==> src/rtl/rpt_pkg.sv <==
package rpt_pkg;
   typedef enum logic {
      FIELD_EVEN = 1'b0,
      FIELD_ODD  = 1'b1
   } rpt_field_e;

   typedef struct packed {
      logic sync_lvl;
      logic blank_lvl;
   } rpt_inputs_t;

   localparam int RPT_IN_COUNT = 2;
endpackage

==> src/rtl/rpt_edge_detect.sv <==
module rpt_edge_detect #(
   parameter int N = 2
) (
   input  logic         clk,
   input  logic         rst_n,
   input  logic [N-1:0] lvl_i,
   output logic [N-1:0] prev_o,
   output logic [N-1:0] rise_o
);
   if (N < 1) begin : g_bad_n
      $error("rpt_edge_detect: N must be at least 1");
   end

   for (genvar i = 0; i < N; i++) begin : g_bit
      logic q;
      always_ff @(posedge clk or negedge rst_n) begin
         if (!rst_n) q <= 1'b0;
         else        q <= lvl_i[i];
      end
      assign prev_o[i] = q;
      assign rise_o[i] = lvl_i[i] & ~q;
   end
endmodule

==> src/rtl/rpt_retrace_detect.sv <==
module rpt_retrace_detect #(
   parameter int EDGES = 2,
   localparam int CNT_W = $clog2(EDGES + 1)
) (
   input  logic clk,
   input  logic rst_n,
   input  logic blank_lvl_i,
   input  logic blank_rise_i,
   input  logic sync_rise_i,
   output logic vretrace_o
);
   if (EDGES < 1) begin : g_bad_edges
      $error("rpt_retrace_detect: EDGES must be at least 1");
   end

   localparam logic [CNT_W-1:0] LAST = CNT_W'(EDGES - 1);
   localparam logic [CNT_W-1:0] TOP  = CNT_W'(EDGES);

   logic [CNT_W-1:0] edge_cnt;
   logic             count_ok;

   assign count_ok = sync_rise_i && !blank_lvl_i;

   always_ff @(posedge clk or negedge rst_n) begin
      if (!rst_n) begin
         edge_cnt   <= '0;
         vretrace_o <= 1'b0;
      end else if (blank_rise_i) begin
         edge_cnt   <= '0;
         vretrace_o <= 1'b0;
      end else if (count_ok && edge_cnt != TOP) begin
         edge_cnt <= edge_cnt + 1'b1;
         if (edge_cnt == LAST) vretrace_o <= 1'b1;
      end
   end

   assert_cnt_bound_R5: assert property (@(posedge clk) disable iff (!rst_n)
      edge_cnt <= TOP);
   assert_active_sync_ignored_R5: assert property (@(posedge clk) disable iff (!rst_n)
      (sync_rise_i && blank_lvl_i && !blank_rise_i) |=> $stable(edge_cnt));
   assert_retrace_clear_R6: assert property (@(posedge clk) disable iff (!rst_n)
      blank_rise_i |=> !vretrace_o);
   assert_retrace_sticky_R6: assert property (@(posedge clk) disable iff (!rst_n)
      (vretrace_o && !blank_rise_i) |=> vretrace_o);
endmodule

==> src/rtl/rpt_pixel_counter.sv <==
module rpt_pixel_counter #(
   parameter int X_W = 12
) (
   input  logic           clk,
   input  logic           rst_n,
   input  logic           blank_lvl_i,
   input  logic           blank_rise_i,
   output logic [X_W-1:0] x_o
);
   if (X_W < 2) begin : g_bad_xw
      $error("rpt_pixel_counter: X_W must be at least 2");
   end

   localparam logic [X_W-1:0] X_MAX = '1;

   always_ff @(posedge clk or negedge rst_n) begin
      if (!rst_n)                         x_o <= '0;
      else if (blank_rise_i)              x_o <= '0;
      else if (blank_lvl_i && x_o != X_MAX) x_o <= x_o + 1'b1;
   end

   assert_x_restart_R3: assert property (@(posedge clk) disable iff (!rst_n)
      blank_rise_i |=> (x_o == '0));
   assert_x_hold_R3: assert property (@(posedge clk) disable iff (!rst_n)
      !blank_lvl_i |=> $stable(x_o));
   assert_x_sat_R4: assert property (@(posedge clk) disable iff (!rst_n)
      (x_o == X_MAX && !blank_rise_i) |=> (x_o == X_MAX));
endmodule

==> src/rtl/rpt_line_counter.sv <==
module rpt_line_counter #(
   parameter int Y_W = 11,
   parameter bit INTERLACE_EN = 1'b1
) (
   input  logic           clk,
   input  logic           rst_n,
   input  logic           blank_rise_i,
   input  logic           vretrace_i,
   input  logic           interlace_i,
   input  logic           odd_field_i,
   output logic [Y_W-1:0] y_o,
   output logic           frame_start_o
);
   import rpt_pkg::*;

   if (Y_W < 2) begin : g_bad_yw
      $error("rpt_line_counter: Y_W must be at least 2");
   end

   localparam logic [Y_W:0]   Y_MAX_W = {1'b0, {Y_W{1'b1}}};
   localparam logic [Y_W-1:0] Y_MAX   = '1;

   logic [Y_W-1:0] step;
   logic [Y_W-1:0] first_line;
   logic [Y_W:0]   sum;

   if (INTERLACE_EN) begin : g_interlace
      rpt_field_e field;
      assign field      = rpt_field_e'(odd_field_i);
      assign step       = interlace_i ? Y_W'(2) : Y_W'(1);
      assign first_line = (interlace_i && field == FIELD_ODD) ? Y_W'(1) : '0;
   end else begin : g_progressive
      assign step       = Y_W'(1);
      assign first_line = '0;
   end

   assign sum = {1'b0, y_o} + {1'b0, step};

   always_ff @(posedge clk or negedge rst_n) begin
      if (!rst_n) begin
         y_o           <= '0;
         frame_start_o <= 1'b0;
      end else begin
         frame_start_o <= blank_rise_i && vretrace_i;
         if (blank_rise_i) begin
            if (vretrace_i)          y_o <= first_line;
            else if (sum > Y_MAX_W)  y_o <= Y_MAX;
            else                     y_o <= sum[Y_W-1:0];
         end
      end
   end

   assert_frame_line_R7: assert property (@(posedge clk) disable iff (!rst_n)
      (blank_rise_i && vretrace_i && !interlace_i) |=> (frame_start_o && y_o == '0));
   assert_frame_pulse_R7: assert property (@(posedge clk) disable iff (!rst_n)
      frame_start_o |=> !frame_start_o);
   assert_line_step_R8: assert property (@(posedge clk) disable iff (!rst_n)
      (blank_rise_i && !vretrace_i && !interlace_i && y_o != Y_MAX)
      |=> (y_o == $past(y_o) + 1'b1));
   assert_line_sat_R8: assert property (@(posedge clk) disable iff (!rst_n)
      (blank_rise_i && !vretrace_i && y_o == Y_MAX) |=> (y_o == Y_MAX));
   assert_field_start_R9: assert property (@(posedge clk) disable iff (!rst_n)
      (blank_rise_i && vretrace_i && interlace_i && odd_field_i && INTERLACE_EN)
      |=> (y_o == Y_W'(1)));
endmodule

==> src/rtl/raster_pos_tracker.sv <==
module raster_pos_tracker #(
   parameter int X_W = 12,
   parameter int Y_W = 11,
   parameter int RETRACE_EDGES = 2,
   parameter bit INTERLACE_EN = 1'b1
) (
   input  logic           clk,
   input  logic           rst_n,
   input  logic           blank_in,
   input  logic           sync_in,
   input  logic           odd_field_in,
   input  logic           interlace_in,
   output logic [X_W-1:0] pix_x_o,
   output logic [Y_W-1:0] line_y_o,
   output logic           active_o,
   output logic           frame_start_o,
   output logic           vretrace_o
);
   import rpt_pkg::*;

   rpt_inputs_t lvl, prev, rise;
   logic        vretrace;

   assign lvl.blank_lvl = blank_in;
   assign lvl.sync_lvl  = sync_in;

   rpt_edge_detect #(.N(RPT_IN_COUNT)) u_edges (
      .clk    (clk),
      .rst_n  (rst_n),
      .lvl_i  (lvl),
      .prev_o (prev),
      .rise_o (rise)
   );

   assign active_o = prev.blank_lvl;

   rpt_retrace_detect #(.EDGES(RETRACE_EDGES)) u_retrace (
      .clk          (clk),
      .rst_n        (rst_n),
      .blank_lvl_i  (blank_in),
      .blank_rise_i (rise.blank_lvl),
      .sync_rise_i  (rise.sync_lvl),
      .vretrace_o   (vretrace)
   );

   assign vretrace_o = vretrace;

   rpt_pixel_counter #(.X_W(X_W)) u_pix (
      .clk          (clk),
      .rst_n        (rst_n),
      .blank_lvl_i  (blank_in),
      .blank_rise_i (rise.blank_lvl),
      .x_o          (pix_x_o)
   );

   rpt_line_counter #(.Y_W(Y_W), .INTERLACE_EN(INTERLACE_EN)) u_line (
      .clk           (clk),
      .rst_n         (rst_n),
      .blank_rise_i  (rise.blank_lvl),
      .vretrace_i    (vretrace),
      .interlace_i   (interlace_in),
      .odd_field_i   (odd_field_in),
      .y_o           (line_y_o),
      .frame_start_o (frame_start_o)
   );

   assert_active_follows_R2: assert property (@(posedge clk) disable iff (!rst_n)
      $rose(active_o) |-> (pix_x_o == '0));
   assert_start_needs_retrace_R7: assert property (@(posedge clk) disable iff (!rst_n)
      frame_start_o |-> (active_o && !vretrace_o));
endmodule

==> config.mk <==
export PLATFORM = sky130hd
export DESIGN_NAME = raster_pos_tracker
export DESIGN_NICKNAME = d
export VERILOG_FILES = /design/src/rtl/rpt_pkg.sv /design/src/rtl/rpt_edge_detect.sv /design/src/rtl/rpt_retrace_detect.sv /design/src/rtl/rpt_pixel_counter.sv /design/src/rtl/rpt_line_counter.sv /design/src/rtl/raster_pos_tracker.sv
export SDC_FILE = /design/constraint.sdc
export NUM_CORES = 1
export LEC_CHECK = 0
export ABC_AREA = 1
export BUFFER_PORTS_ARGS = -buffer_cell sky130_fd_sc_hd__buf_2
export CORE_MARGIN = 4
export CORE_UTILIZATION = 43
export CTS_CLUSTER_DIAMETER = 80
export CTS_CLUSTER_SIZE = 10
export DETAILED_ROUTE_END_ITERATION = 12
export PLACE_DENSITY = 0.72
export REMOVE_ABC_BUFFERS = 1
export SYNTH_ARGS = -nofsm -noshare
export SYNTH_HDL_FRONTEND = slang
export SYNTH_SLANG_ARGS = --single-unit
export TNS_END_PERCENT = 10
==> constraint.sdc <==
create_clock -name clk -period 1.95 [get_ports clk]
set_input_delay 0.195 -clock clk [delete_from_list [all_inputs] [get_ports clk]]
set_output_delay 0.195 -clock clk [all_outputs]
set_load 0.05 [all_outputs]
==> results.toml <==
[power]
p_int_w = 0.00110
power_w = 0.00182
switchingPower_w = 0.000725
p_leak_nw = 1.14
power_density_mw_per_mm2 = 873
clockPowerShare = 0.278
seqPwrFrac = 0.415
sw_frac_of_total = 0.398
combinationalPowerShare = 0.307
peakVddDrop_uv = 413

[finish]
layoutNonFillerInstCount = 326
drive_above_1_share = 0.214
final_common_cell = "nand2_1"
nFillCells = 406
areaGrowthSynthToFinish_pct = 17.2
utilization = 0.521
nets = 288
n_antenna_cell = 0
layout_common_cells = "nand2_1, buf_2, inv_1, dfrtp_1, nand3_1"

[sta]
hold_slack_ns = 0.0323
rsz0062_at_grt = "false"
hold_viol_final = 0
fin_crit_sh = 0.832
max_clock_freq_mhz = 616
setup_viol = 0
drv_slew = 0
finClkSkew_ns = 0.00448
worst_slew_pin_slew_ns = 0.654
fin_crit_ns = 1.62
setup_tns_ns = 0
max_slew_margin = 0.564

[worst_setup_path]
cp_top_family = "adder cells"
cp_slowest_cell = "dfrtp_1"
arrival_ns = 1.80
end_kind = "flip-flop"
slowest_delay_ns = 0.40
path_common_cell = "nand2_1"
critical_path_required_ns = 2.12
cp.buffers_inverters = 0
start_kind = "flip-flop"
crit_fanout = 3
worstSetupPathType = "reg -> reg"
crit_chain = "ha_1, fa_1, nand2_1, nor2_1, xor2_1, nand2_1, nand2_1, o21ai_1"

[placed_design]
dp.cells = 318
finalWeightedCongestion = 0.828
place_hpwl_um = 2740
portBuffers = 31

[drt]
dr.pass1.iters = 4
avgViaCountPerCell = 5.02
drc = 0
drt_iter0_markers = 94
drt_wl_total_um = 3910
ant_nets = 0
post_drt_wl_per_cell_um = 12.0
vias = 1638

[logic_synthesis]
ys_ff_latch = 29
syn_area_per_cell_um2 = 7.44
synthCells = 239
ys_seq_area_frac = 0.408
synth_cell_types = 29
yosysWarnings = 0
synth_area_mm2 = 0.00178

[clock_network]
cts_max_path_buffers = 2
cts_made_buffers = 5
cts_tree = "built"
h-tree-depth = 2
cts_sinks = 29
postCtsSetupBuffers = 0
clkLatencyLatePin_ns = 0.28
clk_pin_slew_ns = 0.06
root_buffer = "clkbuf_8"

[global_routing]
grt_pass1_wl_um = 6780
grt_pass1_vias = 1524
antenna_found_initial = 0
grt_max_degree = 30
gr-total-overflow = 0
grt_usage = 0.168

[floorplan]
rows = 23
die-area_mm2 = 0.00523
ios = 32
die_y_um = 72.3
core_mm2 = 0.00400
initial_core_util = 0.445
die_w_um = 72.3

[status]
outcome = "finished, final reports clean"

[worst_hold_path]
hold_class = "in -> reg"

[flow_run]
cap_violations = 0
## per-stage QoR
stage | area [µm²] | worst slack, ns
finish | 2080 | 0.328
global route | 2080 | 0.228
CTS | 2080 | 0.341
detailed placement | 1990 | 0.337
global placement | 1990 | 0.392
floorplan | 1760 | 0.146
## kinds of logic after synthesis
logic type,Yosys count,synth area share
AND/OR/NAND/NOR,151,0.403
buffers and inverters,35,0.0795
flip-flops,29,0.408
AO/OA/AOI/OAI,15,0.0485
adder cells (fa/ha/maj),6,0.0464
XOR/XNOR,3,0.0148
## synthesized netlist by cell type (all sizes together)
| master | instances | area share |
|---|---|---|
| a21o | 1 | 0.0042 |
| a21oi | 2 | 0.0056 |
| buf | 2 | 0.0070 |
| clkbuf | 1 | 0.0021 |
| clkinv | 1 | 0.0049 |
| dfrtp | 29 | 0.41 |
| fa | 1 | 0.011 |
| ha | 5 | 0.035 |
| inv | 31 | 0.065 |
| nand2 | 87 | 0.20 |
| nand3 | 20 | 0.059 |
| nand4 | 14 | 0.058 |
| nor2 | 26 | 0.072 |
| nor3 | 2 | 0.0084 |
| o211ai | 3 | 0.013 |
| o21ai | 8 | 0.022 |
| o22ai | 1 | 0.0035 |
| or2 | 2 | 0.0070 |
| xor2 | 3 | 0.015 |
## power by group through the flow
| stage | Sequential, W | Combinational (W) | Clock [W] |
|---|---|---|---|
| 2_1_floorplan | 0.000975 | 0.000208 | 0 |
| 3_3_place_gp | 0.000764 | 0.000555 | 0 |
| 3_5_place_dp | 0.000767 | 0.000564 | 0 |
| 4_1_cts | 0.000756 | 0.000567 | 0.000525 |
| 5_1_grt | 0.000769 | 0.000616 | 0.000548 |
| 6_report | 0.000756 | 0.000559 | 0.000506 |
## routing by layer
| metal | track usage | part of all wire |
|---|---|---|
| met4 | 0.111 | 0.026 |
| met3 | 0.0388 | 0.069 |
| met1 | 0.203 | 0.46 |
| met2 | 0.266 | 0.44 |
| met5 | 0 | 0 |
## repair_timing
item / in CTS / in global routing
resized for setup: 0 / 0
hold endpoints to repair: 29 / 0
hold buffers: 1 / 0
## cell type report
class	count	area (µm²)	area share
multi-input cells	175	912	0.438
well taps	50	62.6	0.0300
repair buffers	33	173	0.0828
flip-flops and latches	29	726	0.348
clock buffers	7	86.3	0.0414
inverters	32	125	0.0600
## worst paths after layout
kind                          startpoint            endpoint  slack, ns  cells past startpoint
setup / recovery           u_line.y_o[0]       u_line.y_o[4]       0.33                      8
hold / removal                   sync_in  u_edges.g_bit[1].q       0.03                      1
setup reg to reg           u_line.y_o[0]       u_line.y_o[4]       0.33                      8
hold reg to reg             u_pix.x_o[1]        u_pix.x_o[1]       0.52                      2
max in group asynchronous          rst_n        u_pix.x_o[1]       1.05                      2
min in group asynchronous          rst_n       u_line.y_o[1]       0.47                      2
## state kept, by name (all words and copies together) (netlist names)
register,cells
u_pix.x_o,12
u_retrace.edge_cnt,2
u_line.frame_start_o,1
u_retrace.vretrace_o,1
u_edges.g_bit.q,2
u_line.y_o,11
Note: power is estimated with default switching activity, not from simulation.
